<file path="config.mk">
export PLATFORM = sky130hd
export DESIGN_NAME = subaddr_regbank
export DESIGN_NICKNAME = d
export VERILOG_FILES = /design/src/rtl/subaddr_regbank_pkg.sv /design/src/rtl/regbank_decode.sv /design/src/rtl/regbank_subaddr.sv /design/src/rtl/regbank_setup.sv /design/src/rtl/regbank_rdmux.sv /design/src/rtl/subaddr_regbank.sv
export SDC_FILE = /design/constraint.sdc
export NUM_CORES = 1
export LEC_CHECK = 0
export BUFFER_PORTS_ARGS = -buffer_cell sky130_fd_sc_hd__buf_4
export CAP_MARGIN = 25
export CORE_AREA = 2 2 49 85
export DETAILED_ROUTE_END_ITERATION = 10
export DIE_AREA = 0 0 51 87
export PLACE_DENSITY = 0.78
export SKIP_LAST_GASP = 1
export SLEW_MARGIN = 5
export SYNTH_ARGS = -nofsm -noshare
export SYNTH_HDL_FRONTEND = slang
export SYNTH_SLANG_ARGS = --single-unit
</file>
<file path="constraint.sdc">
create_clock -name clk_i -period 1.85 [get_ports clk_i]
set_input_delay 0.37 -clock clk_i [delete_from_list [all_inputs] [get_ports clk_i]]
set_output_delay 0.37 -clock clk_i [all_outputs]
set_load 0.1 [all_outputs]
</file>
<file path="src/rtl/subaddr_regbank_pkg.sv">
package subaddr_regbank_pkg;

  localparam int SUB_W     = 3;
  localparam int LO_W      = 2;
  localparam int PERIOD_W  = 19;
  localparam int RCN_W     = 2;

  // Timeout in microseconds for a reconfiguration code at the 5 Mbps rate.
  function automatic logic [PERIOD_W-1:0] recon_period_us(input logic [RCN_W-1:0] code);
    logic [PERIOD_W-1:0] base;
    base = PERIOD_W'(420000);
    case (code)
      2'b00:   recon_period_us = base;
      2'b01:   recon_period_us = base >> 2;
      2'b10:   recon_period_us = base >> 3;
      default: recon_period_us = base >> 4;
    endcase
  endfunction

  // Select-code value a configuration write leaves behind: top bit cleared.
  function automatic logic [SUB_W-1:0] code_after_cfg(input logic [LO_W-1:0] lo);
    code_after_cfg = {1'b0, lo};
  endfunction

endpackage

</file>
<file path="src/rtl/regbank_decode.sv">
module regbank_decode #(
  parameter int ADDR_W    = 3,
  parameter int NUM_TGT   = 2,
  parameter logic [ADDR_W-1:0] OFS_CFG = 3'd6,
  parameter logic [ADDR_W-1:0] OFS_SUB = 3'd3,
  parameter logic [ADDR_W-1:0] OFS_WIN = 3'd7,
  parameter logic [NUM_TGT*subaddr_regbank_pkg::SUB_W-1:0] TGT_CODES = 6'b100_001
) (
  input  logic                                 clk_i,
  input  logic                                 rst_ni,
  input  logic [ADDR_W-1:0]                    addr_i,
  input  logic                                 wr_i,
  input  logic [subaddr_regbank_pkg::SUB_W-1:0] subad_i,
  output logic                                 cfg_we_o,
  output logic                                 sub_we_o,
  output logic                                 win_we_o,
  output logic [NUM_TGT-1:0]                   win_sel_o,
  output logic                                 win_hit_o
);
  import subaddr_regbank_pkg::*;

  assign cfg_we_o = wr_i && (addr_i == OFS_CFG);
  assign sub_we_o = wr_i && (addr_i == OFS_SUB);
  assign win_we_o = wr_i && (addr_i == OFS_WIN);

  for (genvar t = 0; t < NUM_TGT; t++) begin : g_tgt
    assign win_sel_o[t] = (subad_i == TGT_CODES[t*SUB_W +: SUB_W]);
  end
  assign win_hit_o = |win_sel_o;

  // only one register write strobe at a time
  p_one_strobe_r2: assert property (@(posedge clk_i) disable iff (!rst_ni)
    $onehot0({cfg_we_o, sub_we_o, win_we_o}));

  // the window never reaches two targets at once
  p_one_target_r8: assert property (@(posedge clk_i) disable iff (!rst_ni)
    $onehot0(win_sel_o));

endmodule

</file>
<file path="src/rtl/regbank_subaddr.sv">
module regbank_subaddr #(
  parameter int DATA_W = 8
) (
  input  logic                                 clk_i,
  input  logic                                 rst_ni,
  input  logic                                 cfg_we_i,
  input  logic                                 sub_we_i,
  input  logic [DATA_W-1:0]                    wdata_i,
  output logic [DATA_W-1:0]                    cfg_o,
  output logic [subaddr_regbank_pkg::SUB_W-1:0] subad_o
);
  import subaddr_regbank_pkg::*;

  logic [DATA_W-1:0] cfg_q;
  logic [SUB_W-1:0]  sub_q;

  // Two physical copies of the low select bits, kept in step on every write.
  always_ff @(posedge clk_i or negedge rst_ni) begin
    if (!rst_ni) begin
      cfg_q <= '0;
      sub_q <= '0;
    end else if (cfg_we_i) begin
      cfg_q <= wdata_i;
      sub_q <= code_after_cfg(wdata_i[LO_W-1:0]);
    end else if (sub_we_i) begin
      sub_q            <= wdata_i[SUB_W-1:0];
      cfg_q[LO_W-1:0]  <= wdata_i[LO_W-1:0];
    end
  end

  assign cfg_o   = cfg_q;
  assign subad_o = sub_q;

  // the two copies of the low select bits always agree
  p_lo_mirror_r4: assert property (@(posedge clk_i) disable iff (!rst_ni)
    cfg_q[LO_W-1:0] == sub_q[LO_W-1:0]);

  // a select write leaves the upper configuration bits alone
  p_cfg_hi_kept_r4: assert property (@(posedge clk_i) disable iff (!rst_ni)
    (sub_we_i && !cfg_we_i) |=> $stable(cfg_q[DATA_W-1:LO_W]));

  // a configuration write always clears the top select bit
  p_top_clear_r5: assert property (@(posedge clk_i) disable iff (!rst_ni)
    cfg_we_i |=> !sub_q[SUB_W-1]);

  // with no write strobe for this module both registers hold
  p_idle_hold_r11: assert property (@(posedge clk_i) disable iff (!rst_ni)
    (!cfg_we_i && !sub_we_i) |=> ($stable(cfg_q) && $stable(sub_q)));

endmodule

</file>
<file path="src/rtl/regbank_setup.sv">
module regbank_setup #(
  parameter int DATA_W  = 8,
  parameter int NUM_TGT = 2
) (
  input  logic                      clk_i,
  input  logic                      rst_ni,
  input  logic                      win_we_i,
  input  logic [NUM_TGT-1:0]        win_sel_i,
  input  logic                      win_hit_i,
  input  logic [DATA_W-1:0]         wdata_i,
  output logic [NUM_TGT*DATA_W-1:0] regs_o,
  output logic [DATA_W-1:0]         win_rdata_o
);
  logic [NUM_TGT*DATA_W-1:0] regs_q;
  logic [DATA_W-1:0]         pick [NUM_TGT];

  for (genvar t = 0; t < NUM_TGT; t++) begin : g_reg
    always_ff @(posedge clk_i or negedge rst_ni) begin
      if (!rst_ni)
        regs_q[t*DATA_W +: DATA_W] <= '0;
      else if (win_we_i && win_sel_i[t])
        regs_q[t*DATA_W +: DATA_W] <= wdata_i;
    end
    assign pick[t] = win_sel_i[t] ? regs_q[t*DATA_W +: DATA_W] : '0;
  end

  always_comb begin
    win_rdata_o = '0;
    for (int t = 0; t < NUM_TGT; t++) win_rdata_o = win_rdata_o | pick[t];
  end

  assign regs_o = regs_q;

  // a window write with no matching code changes no setup register
  p_miss_ignored_r8: assert property (@(posedge clk_i) disable iff (!rst_ni)
    (win_we_i && !win_hit_i) |=> $stable(regs_q));

  // setup registers only move on a window write
  p_no_stray_write_r6: assert property (@(posedge clk_i) disable iff (!rst_ni)
    !win_we_i |=> $stable(regs_q));

endmodule

</file>
<file path="src/rtl/regbank_rdmux.sv">
module regbank_rdmux #(
  parameter int ADDR_W = 3,
  parameter int DATA_W = 8,
  parameter logic [ADDR_W-1:0] OFS_CFG = 3'd6,
  parameter logic [ADDR_W-1:0] OFS_SUB = 3'd3,
  parameter logic [ADDR_W-1:0] OFS_WIN = 3'd7
) (
  input  logic                                 clk_i,
  input  logic                                 rst_ni,
  input  logic                                 rd_i,
  input  logic [ADDR_W-1:0]                    addr_i,
  input  logic [DATA_W-1:0]                    cfg_i,
  input  logic [subaddr_regbank_pkg::SUB_W-1:0] subad_i,
  input  logic [DATA_W-1:0]                    win_i,
  output logic [DATA_W-1:0]                    rdata_o
);
  import subaddr_regbank_pkg::*;

  logic [DATA_W-1:0] rd_val;
  logic [DATA_W-1:0] rdata_q;

  always_comb begin
    rd_val = '0;
    if (addr_i == OFS_CFG)      rd_val = cfg_i;
    else if (addr_i == OFS_SUB) rd_val[SUB_W-1:0] = subad_i;
    else if (addr_i == OFS_WIN) rd_val = win_i;
  end

  always_ff @(posedge clk_i or negedge rst_ni) begin
    if (!rst_ni)   rdata_q <= '0;
    else if (rd_i) rdata_q <= rd_val;
  end

  assign rdata_o = rdata_q;

  // read data holds between read strobes
  p_rd_hold_r10: assert property (@(posedge clk_i) disable iff (!rst_ni)
    !rd_i |=> $stable(rdata_q));

  // a select-register read never shows bits above the code
  p_sub_read_narrow_r2: assert property (@(posedge clk_i) disable iff (!rst_ni)
    (rd_i && addr_i == OFS_SUB) |=> (rdata_q[DATA_W-1:SUB_W] == '0));

endmodule

</file>
<file path="src/rtl/subaddr_regbank.sv">
module subaddr_regbank #(
  parameter int ADDR_W = 3,
  parameter int DATA_W = 8,
  parameter logic [ADDR_W-1:0] OFS_SUB = 3'd3,
  parameter logic [ADDR_W-1:0] OFS_CFG = 3'd6,
  parameter logic [ADDR_W-1:0] OFS_WIN = 3'd7,
  parameter logic [2:0] CODE_SETUP1 = 3'b001,
  parameter logic [2:0] CODE_SETUP2 = 3'b100
) (
  input  logic                                        clk_i,
  input  logic                                        rst_ni,
  input  logic [ADDR_W-1:0]                           bus_addr_i,
  input  logic [DATA_W-1:0]                           bus_wdata_i,
  input  logic                                        bus_wr_i,
  input  logic                                        bus_rd_i,
  output logic [DATA_W-1:0]                           bus_rdata_o,
  output logic [DATA_W-1:0]                           cfg_o,
  output logic [subaddr_regbank_pkg::SUB_W-1:0]        subad_o,
  output logic [DATA_W-1:0]                           setup1_o,
  output logic [DATA_W-1:0]                           setup2_o,
  output logic [subaddr_regbank_pkg::RCN_W-1:0]        recon_sel_o,
  output logic [subaddr_regbank_pkg::PERIOD_W-1:0]     recon_period_us_o
);
  import subaddr_regbank_pkg::*;

  localparam int NUM_TGT = 2;
  localparam logic [NUM_TGT*SUB_W-1:0] TGT_CODES = {CODE_SETUP2, CODE_SETUP1};

  logic                      cfg_we, sub_we, win_we, win_hit;
  logic [NUM_TGT-1:0]        win_sel;
  logic [SUB_W-1:0]          subad;
  logic [DATA_W-1:0]         cfg;
  logic [NUM_TGT*DATA_W-1:0] setup_regs;
  logic [DATA_W-1:0]         win_rdata;

  regbank_decode #(
    .ADDR_W(ADDR_W), .NUM_TGT(NUM_TGT),
    .OFS_CFG(OFS_CFG), .OFS_SUB(OFS_SUB), .OFS_WIN(OFS_WIN),
    .TGT_CODES(TGT_CODES)
  ) u_decode (
    .clk_i(clk_i), .rst_ni(rst_ni),
    .addr_i(bus_addr_i), .wr_i(bus_wr_i), .subad_i(subad),
    .cfg_we_o(cfg_we), .sub_we_o(sub_we), .win_we_o(win_we),
    .win_sel_o(win_sel), .win_hit_o(win_hit)
  );

  regbank_subaddr #(.DATA_W(DATA_W)) u_subaddr (
    .clk_i(clk_i), .rst_ni(rst_ni),
    .cfg_we_i(cfg_we), .sub_we_i(sub_we), .wdata_i(bus_wdata_i),
    .cfg_o(cfg), .subad_o(subad)
  );

  regbank_setup #(.DATA_W(DATA_W), .NUM_TGT(NUM_TGT)) u_setup (
    .clk_i(clk_i), .rst_ni(rst_ni),
    .win_we_i(win_we), .win_sel_i(win_sel), .win_hit_i(win_hit),
    .wdata_i(bus_wdata_i), .regs_o(setup_regs), .win_rdata_o(win_rdata)
  );

  regbank_rdmux #(
    .ADDR_W(ADDR_W), .DATA_W(DATA_W),
    .OFS_CFG(OFS_CFG), .OFS_SUB(OFS_SUB), .OFS_WIN(OFS_WIN)
  ) u_rdmux (
    .clk_i(clk_i), .rst_ni(rst_ni), .rd_i(bus_rd_i), .addr_i(bus_addr_i),
    .cfg_i(cfg), .subad_i(subad), .win_i(win_rdata), .rdata_o(bus_rdata_o)
  );

  assign cfg_o             = cfg;
  assign subad_o           = subad;
  assign setup1_o          = setup_regs[0 +: DATA_W];
  assign setup2_o          = setup_regs[DATA_W +: DATA_W];
  assign recon_sel_o       = setup2_o[RCN_W-1:0];
  assign recon_period_us_o = recon_period_us(recon_sel_o);

  // a window write never disturbs the select code
  p_win_keeps_code_r11: assert property (@(posedge clk_i) disable iff (!rst_ni)
    win_we |=> $stable(subad_o));

  // the timeout is one of the four legal values
  p_period_legal_r9: assert property (@(posedge clk_i) disable iff (!rst_ni)
    recon_period_us_o inside {19'd420000, 19'd105000, 19'd52500, 19'd26250});

endmodule

</file>
==> impl_results.md, run 1 <==
* Status: complete, but fails checks
* Failing checks: setup timing
* Critical Path RT at 1.48 ns
* Length of the first detailed-routing pass in iterations at 4
* Register bit count reported by yosys at 33
* Hold Path Class: input pin to async pin
* Via/cell ratio at 5.15
* Final setup margin at -0.00343 ns
* DRC viols at 0
* Startpoint Class: register
* Initial antenna violation count at 0
* I/O pin count at 71
* Fin. max-slew vios at 0
* FFs w/ async S/R, synth at between 90% and 100%
* Number of distinct library cells after synthesis at 27
* Critical path fanouts, max at 7
* Pre-CTS WS at 0.197 ns
* Worst-path clk slew at 0.07 ns
* CTS sink cnt at 33
* Global-route wire length before repair at 6350 um
* Syn avg cell area at 11.6 um^2
* All-Layer GR Usage at just under 20%
* CTS tree: built
* Crit end category: primary output
* Fillers at 325
* Port buffer count at 68
* Clock tree buffer depth at 2
* RSZ-0062 raised after global routing: yes
* Final hold viol count at 0
* Vias in the first global route at approximately 1,300
* Hpwl dp at 3080 um
* FF-to-FF Start: u_subaddr.subad_o[1]$_DFFE_PN0P_
* Mapped Cells at 151
* Post-synth top cells: 33 x dfrtp_1, 25 x mux2_2, 12 x buf_4
* Num rows at 30
* GRT Residual Overflow at 0
* R2R Setup Slk at 0.25 ns
* Ys flop type: dfrtp_1
* Post-Syn Area at 1750 um^2
* Max Clk Rate at 0.540 GHz
* Kind of critical path: register to primary output
* Cell Chain, Critical Path: inv_4 > ha_2 > or2_4 > buf_6
* Root Buffer: clkbuf_8
* Area growth syn-to-layout at 40.3%
* Share of layout cells above drive strength 1 at between 60% and 70%
* Via count at roughly 1,400
* Post-CTS Hold Buffers at 0
* Worst skew pair latency at 0.28 ns
* Drt initial violations at 19
* Syn. warnings at 0
* Drt total wl at between 4000 and 5000 um
* Reg-to-Reg End: u_setup.regs_o[12]$_DFFE_PN0P_
* Critical path arrival at 1.48 ns
* Synth top area share at between 40% and 50%
* Initial core utilization at 46.2%
* R2R cell count at 4
* Most frequent cell after synthesis: dfrtp_1
* Fin nets at 236
* Die Wd at 51 um
* Min Tclk post-route at approximately 1.9 ns
* N_diodes at 0
* Worst stage delay on the critical path at 0.54 ns
* Largest net degree at the start of global routing at 34
* Clock skew at 0.00951 ns
* TritonCTS buffer count at 5
* Top cells by area, synth: dfrtp_1 47%, mux2_2 16%, buf_4 5.1%, ha_1 4.3%, nand3b_1 4.3%
* Routed wire length per instance at 15.6 um
* Number of synthesized flops with an enable pin at 0
* RD Place Congestion at ~0.78
* Max-cap viol count at 0
* Core Area at 3790 um^2
* Setup Viol. Count Final at 5
* Detail Route Antenna Nets at 0
* Synth area leader: dfrtp_1
* Sequential area share after synthesis at 47.1%
* Slowest-stage cell, CP: dfrtp_4
* H-tree depth at 2
* Die H at between 80 and 90 um
* Tcrit/Tclk final at 100%
* Die area at 4440 um^2
layer usage:
| layer | vias up | routed length, um | GRT usage, % |
|---|---|---|---|
| li1 | 635 | - | - |
| met1 | 661 | 1500 | 22.1 |
| met2 | 56 | 2250 | 34.1 |
| met3 | 8 | 260 | 4.47 |
| met4 | 0 | 104 | 9.58 |
| met5 | - | 0 | 0 |
stage by stage:
| stage | utilization (%) | setup TNS [ns] | instances | cell area (um^2) | hold slack [ns] |
|---|---|---|---|---|---|
| finish | 64.9 | -0.0113 | 264 | 2460 | 0.0256 |
| global route | 64.9 | -0.335 | 264 | 2460 | 0.0539 |
| CTS | 63.9 | -0.129 | 263 | 2420 | 0.0348 |
| detailed placement | 60.9 | 0 | 255 | 2310 | 0.335 |
| global placement | 60.9 | 0 | 255 | 2310 | 0.333 |
| floorplan | - | -3.67 | 152 | 1830 | 0.0744 |
cells by family (layout without fill, tap and decap cells):
group                    after synthesis  in the layout  share of synthesized area (%)
XOR/XNOR                               1              1                          0.500
AND/OR/NAND/NOR                       40             40                           16.1
adder cells (fa/ha/maj)                6              6                           4.28
buffers and inverters                 28             92                           8.64
flip-flops                            33             33                           47.1
other                                  1              2                          0.214
AO/OA/AOI/OAI                         17             17                           7.14
multiplexers                          25             25                           16.1
cell usage in the layout, fill, tap and decap left out, types with 2 or more instances in the layout:
cell type | synthesis | final
clkinvlp_4 | 0 | 2
a21o_1 | 5 | 5
dfrtp_2 | 0 | 3
nor2_1 | 7 | 6
a31oi_1 | 5 | 5
or2_4 | 0 | 2
inv_4 | 0 | 2
nor2b_1 | 3 | 3
buf_12 | 0 | 2
o221ai_1 | 3 | 3
mux2_2 | 25 | 25
clkbuf_8 | 0 | 6
and3b_2 | 3 | 3
inv_1 | 10 | 6
dfrtp_4 | 0 | 2
a22oi_1 | 3 | 3
buf_6 | 0 | 2
clkbuf_1 | 5 | 2
conb_1 | 1 | 2
dfrtp_1 | 33 | 28
or2_2 | 4 | 2
buf_4 | 12 | 70
nand4_1 | 2 | 2
nand2_1 | 5 | 5
ha_2 | 0 | 2
ha_4 | 0 | 3
nand3b_1 | 10 | 10
critical path: cells and delay by family (launching register included):
kind / cells / cell delay (ns)
buffers and inverters: 2 / 0.32
AND/OR/NAND/NOR: 1 / 0.13
flip-flops: 1 / 0.54
adder cells (fa/ha/maj): 1 / 0.20
registers in the layout, indices dropped and copies added, names as in the netlist:
signal,count
u_rdmux.rdata_o,8
u_setup.regs_o,16
u_subaddr.cfg_o,6
u_subaddr.subad_o,3
layout make-up:
cell class	instances	area (um^2)	share of cell area [%]
well taps	48	60.1	2.44
flip-flops and latches	33	837	34.0
repair buffers	74	588	23.9
inverters	10	50.0	2.03
multi-input cells	91	835	33.9
clock buffers	8	90.1	3.66
how the worst max path moves through the flow:
stage                                   from                    end  slack [ns]  depth (start not counted)
2_1_floorplan  u_setup.regs_o[9]$_DFFE_PN0P_   recon_period_us_o[9]       -0.60                          3
3_3_place_gp   u_setup.regs_o[8]$_DFFE_PN0P_  recon_period_us_o[10]        0.21                          3
3_5_place_dp   u_setup.regs_o[8]$_DFFE_PN0P_  recon_period_us_o[10]        0.20                          3
4_1_cts        u_setup.regs_o[9]$_DFFE_PN0P_   recon_period_us_o[3]       -0.04                          4
5_1_grt        u_setup.regs_o[9]$_DFFE_PN0P_   recon_period_us_o[5]       -0.07                          5
6_report       u_setup.regs_o[9]$_DFFE_PN0P_   recon_period_us_o[3]      -0.003                          4
repair_timing:
item	in CTS	in global routing
setup buffers	0	1
endpoints found under the setup margin	4	7
pin swaps	0	1
resized for setup	5	6
Power of run 1 is not shown: default switching activity piles up to over one toggle a cycle in this logic, so the estimate is an artifact.
==> run 2, diff against run 1 <==
==> constraint.sdc (replaced) <==
create_clock -name clk_i -period 2.1 [get_ports clk_i]
set_input_delay 0.42 -clock clk_i [delete_from_list [all_inputs] [get_ports clk_i]]
set_output_delay 0.42 -clock clk_i [all_outputs]
set_load 0.1 [all_outputs]
==> run 2 against run 1 <==
Net effect: the flow now finishes without violations; first-iteration DRC count increased by 11%; worst hold slack improved by 0.041 ns; critical path depth decreased by 1; die area unchanged.
==> impl_results.md, run 2 (same netlist as run 1, synthesis figures left out) <==
* Core Area at 3790 um^2 (unchanged)
* Share of layout cells above drive strength 1 at 58.9% (-1.3 points)
* Die area at 4440 um^2 (unchanged)
* Die Wd at 51 um (unchanged)
* Final hold viol count at 0 (unchanged)
* Post-cts sizing count at 0 (-5)
* Routed wire length per instance at 15.8 um (+1.4%)
* Fillers at 340 (+4.6%)
* GRT Residual Overflow at 0 (unchanged)
* Critical path arrival at 1.59 ns (+0.11 ns)
* RD Place Congestion at 0.793 (+2.0%)
* TritonCTS buffer count at 5 (unchanged)
* CTS sink cnt at 33 (unchanged)
* Max Clk Rate at between 0.4 and 0.5 GHz
* Port buffer count at 68 (unchanged)
* Min Tclk post-route at between 2 and 2.5 ns
* Kind of critical path: register to primary output
* Worst-path clk slew at 0.07 ns (about the same)
* Length of the first detailed-routing pass in iterations at 5 (+1)
* Most common cell after layout, fill and taps aside: buf_4
* Drt initial violations at 21 (+2)
* Worst skew pair latency at 0.28 ns (about the same)
* Vias in the first global route at 1,305 (+1.2%)
* Startpoint Class: register
* Max FFs per register at 16 (unchanged)
* Critical Path RT at 1.68 ns (+0.20 ns)
* Via count at 1,363 (+0.22%)
* Worst stage delay on the critical path at 0.53 ns (about the same)
* Post-CTS Hold Buffers at 0 (unchanged)
* All-Layer GR Usage at 20.3% (+0.63 points)
* Root Buffer: clkbuf_8
* Area growth syn-to-layout at 35.5%
* Hold Path Class: input pin to async pin
* Global-route wire length before repair at 6580 um (+3.6%)
* Initial core utilization at 46.2% (unchanged)
* Die H at 87 um (unchanged)
* RSZ-0062 raised after global routing: no
* Initial antenna violation count at 0 (unchanged)
* Tcrit/Tclk final at a little over nine tenths
* Critical path fanouts, max at 8 (+1)
* Rel. slew slack at 56.1%
* Fin nets at 234 (-0.85%)
* Drt total wl at 4140 um (+0.68%)
* Num rows at 30 (unchanged)
* I/O pin count at 71 (unchanged)
* DRC viols at 0 (unchanged)
* Clock skew at 0.00574 ns (-0.00377 ns)
* Detail Route Antenna Nets at 0 (unchanged)
* Fin. max-slew vios at 0 (unchanged)
* Setup Viol. Count Final at 0 (-5)
* Slowest-stage cell, CP: dfrtp_4
* Status: finished, final reports clean
* Hpwl dp at 3080 um (about the same)
* Clock tree buffer depth at 2 (unchanged)
* CTS tree: built
* Commonest non-fill, non-tap cells in the layout: 72 x buf_4, 30 x dfrtp_1, 25 x mux2_2, 10 x nand3b_1, 7 x inv_1
* Slew at the pin closest to its max-slew limit at 0.654 ns
* Post-CTS Setup Bufs at 0 (unchanged)
* Via/cell ratio at 5.20 (+0.99%)
* Cell Chain, Critical Path: ha_2 > or2_2 > buf_4
* H-tree depth at 2 (unchanged)
* Max-cap viol count at 0 (unchanged)
* Crit end category: primary output
* Setup TNS at 0 ns (+0.0113 ns)
* Largest net degree at the start of global routing at 34 (unchanged)
* N_diodes at 0 (unchanged)
## run 2: worst paths after layout
check                                                 start                        endpoint  slack (ns)  cells after the start
setup / recovery              u_setup.regs_o[8]$_DFFE_PN0P_           recon_period_us_o[10]        0.09                      3
hold / removal                                       rst_ni  u_rdmux.rdata_o[7]$_DFFE_PN0P_        0.07                      1
setup reg to reg           u_subaddr.subad_o[1]$_DFFE_PN0P_   u_setup.regs_o[1]$_DFFE_PN0P_        0.30                      3
hold reg to reg              u_subaddr.cfg_o[6]$_DFFE_PN0P_  u_subaddr.cfg_o[6]$_DFFE_PN0P_        0.54                      1
max in group asynchronous                            rst_ni   u_setup.regs_o[8]$_DFFE_PN0P_        1.68                      1
min in group clk_i                           bus_wdata_i[4]  u_setup.regs_o[12]$_DFFE_PN0P_        0.38                      2
## run 2: area by class of cell
cell class	instances	area (um^2)	area share (%)
sequential	33	835	35.1
multi-input combinational	91	812	34.2
clock buffer	6	72.6	3.05
inverter	10	46.3	1.95
clock inverter	2	10.0	0.421
tap	48	60.1	2.53
timing repair buffer	72	541	22.7
## run 2: layer usage
metal	GRT usage (%)	vias up	routed length, um
met1	23.8	664	1580
met4	9.83	0	125
met2	34.9	59	2220
met5	0	-	0
met3	3.61	10	212
li1	-	630	-
## run 2: stage by stage
step / std cells / util, % / cell area (um^2) / hold slack [ns] / setup slack (ns)
finish: 262 / 62.7 / 2380 / 0.0664 / 0.0924
global route: 262 / 62.7 / 2380 / 0.104 / 0.0449
CTS: 262 / 62.7 / 2380 / 0.0742 / 0.0782
detailed placement: 254 / 60.5 / 2290 / 0.383 / 0.278
global placement: 254 / 60.5 / 2290 / 0.381 / 0.298
floorplan: 152 / - / 1820 / 0.124 / -0.397
## run 2: worst max-delay path: cells and delay by family (launching register included)
family / cells / cell delay (ns)
buffers and inverters: 1 / 0.23
AND/OR/NAND/NOR: 1 / 0.29
flip-flops: 1 / 0.53
adder cells (fa/ha/maj): 1 / 0.25
Power of run 2 is left out for the same reason.
==> run 3, diff against run 2 <==
==> constraint.sdc (replaced) <==
create_clock -name clk_i -period 2.05 [get_ports clk_i]
set_input_delay 0.41 -clock clk_i [delete_from_list [all_inputs] [get_ports clk_i]]
set_output_delay 0.41 -clock clk_i [all_outputs]
set_load 0.1 [all_outputs]
==> run 3 against run 2 <==
Net effect: sequential share of layout area decreased by 0.21 points; worst setup slack got worse by 0.018 ns; first-iteration DRC count decreased by 38%; sequential cell count unchanged; routed wire length increased by 1.4%; via count decreased by 0.22%; cell count increased by 0.38%; critical path depth unchanged; worst hold slack got worse by 0.00081 ns; critical path type unchanged.
==> impl_results.md, run 3 (same netlist as run 1, synthesis figures left out) <==
* Drt total wl at 4200 um (+1.4%)
* Max Clk Rate at a little over 0.5 GHz
* CTS sink cnt at 33 (unchanged)
* Max FFs per register at 16 (unchanged)
* Tcrit/Tclk final at 96.4%
* Slowest-stage cell, CP: dfrtp_4
* Fillers at 311 (-8.5%)
* Pre-CTS WS at 0.297 ns (+0.0194 ns)
* Share of layout cells above drive strength 1 at 59.5% (+0.66 points)
* Vias in the first global route at 1,421 (+8.9%)
* Worst-path clk slew at 0.07 ns (about the same)
* Port buffer count at 68 (unchanged)
* Crit end category: primary output
* Inst Count DP at 255 (+0.39%)
* RD Place Congestion at 0.795 (+0.26%)
* Root Buffer: clkbuf_8
* Hpwl dp at 3100 um (+0.73%)
* All-Layer GR Usage at 20.8% (+0.58 points)
* Die H at 87 um (unchanged)
* I/O pin count at 71 (unchanged)
* Cell Chain, Critical Path: ha_2 > or2_2 > buf_6
* Area growth syn-to-layout at 36.8%
* GRT Residual Overflow at 0 (unchanged)
* Top delay family on crit path: flip-flops
* Clock skew at 0.00660 ns (+0.000862 ns)
* Setup TNS at 0 ns (unchanged)
* Max-cap viol count at 0 (unchanged)
* Fin nets at 235 (+0.43%)
* Die Wd at 51 um (unchanged)
* Register area at 837 um^2 (+0.30%)
* Routed wire length per instance at 16.0 um (+1.0%)
* H-tree depth at 2 (unchanged)
* Min Tclk post-route at a little under 2 ns
* Post-CTS Hold Buffers at 0 (unchanged)
* Die area at 4440 um^2 (unchanged)
* Num rows at 30 (unchanged)
* Hold_ws at 0.0656 ns (-0.000808 ns)
* Footprint of the multi-input gates at 812 um^2 (unchanged)
* Critical path fanouts, max at 8 (unchanged)
* Buf+Inv Stages, Crit Path at 1 (unchanged)
* Critical path arrival at 1.57 ns (-0.02 ns)
* TritonCTS buffer count at 5 (unchanged)
* Final setup margin at 0.0745 ns (-0.0179 ns)
* Final hold viol count at 0 (unchanged)
* Critical Path RT at 1.64 ns (-0.04 ns)
* CTS tree: built
* Status: finished, final reports clean
* Clock tree buffer depth at 2 (unchanged)
* Kind of critical path: register to primary output
* Global-route wire length before repair at 6800 um (+3.4%)
* Length of the first detailed-routing pass in iterations at 4 (-1)
* Via/cell ratio at 5.17 (-0.60%)
* RSZ-0062 raised after global routing: no
* Startpoint Class: register
* Largest net degree at the start of global routing at 34 (unchanged)
* Initial antenna violation count at 0 (unchanged)
* Final Non-Filler Cells at 263 (+0.38%)
* N_diodes at 0 (unchanged)
* Core Area at 3790 um^2 (unchanged)
* Setup Viol. Count Final at 0 (unchanged)
* Worst skew pair latency at 0.28 ns (about the same)
* Drt initial violations at 13 (-38%)
* Hold Path Class: input pin to async pin
* Most common cell after layout, fill and taps aside: buf_4
* Via count at 1,360 (-0.22%)
* Commonest non-fill, non-tap cells in the layout: 72 x buf_4, 28 x dfrtp_1, 25 x mux2_2, 10 x nand3b_1, 7 x inv_1
* Initial core utilization at 46.2% (unchanged)
* Fin. max-slew vios at 0 (unchanged)
* Detail Route Antenna Nets at 0 (unchanged)
* Worst stage delay on the critical path at 0.53 ns (about the same)
* DRC viols at 0 (unchanged)
-- run 3: final timing paths --
kind | cells past startpoint | to | slack, ns | start
setup / recovery | 3 | recon_period_us_o[10] | 0.07 | u_setup.regs_o[8]$_DFFE_PN0P_
min in group clk_i | 2 | u_setup.regs_o[6]$_DFFE_PN0P_ | 0.38 | bus_wdata_i[6]
hold / removal | 1 | u_setup.regs_o[15]$_DFFE_PN0P_ | 0.07 | rst_ni
hold reg to reg | 1 | u_subaddr.cfg_o[6]$_DFFE_PN0P_ | 0.54 | u_subaddr.cfg_o[6]$_DFFE_PN0P_
max in group asynchronous | 1 | u_setup.regs_o[9]$_DFFE_PN0P_ | 1.65 | rst_ni
setup reg to reg | 4 | u_setup.regs_o[8]$_DFFE_PN0P_ | 0.37 | u_subaddr.subad_o[1]$_DFFE_PN0P_
-- run 3: metal layers --
| layer | global-route usage [%] | wire length (um) |
|---|---|---|
| met5 | 0 | 0 |
| met4 | 11.8 | 91 |
| met3 | 4.64 | 257 |
| met2 | 36.2 | 2260 |
| met1 | 22.8 | 1590 |
-- run 3: what timing repair did --
item | CTS | global route
endpoints found under the setup margin | 0 | 1
gates resized for setup | 0 | 1
setup buffers | 0 | 0
-- run 3: area by class of cell --
cell class	instances	area share [%]
well taps	48	2.51
clock buffers	8	3.76
flip-flops and latches	33	34.9
inverters	10	1.93
repair buffers	73	23.0
multi-input cells	91	33.9
-- run 3: stage by stage --
| stage | util [%] | instance area (um^2) |
|---|---|---|
| 2_1_floorplan | - | 1820 |
| 3_3_place_gp | 60.8 | 2300 |
| 3_5_place_dp | 60.8 | 2300 |
| 4_1_cts | 63.1 | 2390 |
| 5_1_grt | 63.2 | 2400 |
| 6_report | 63.2 | 2400 |
Power of run 3 is left out for the same reason.
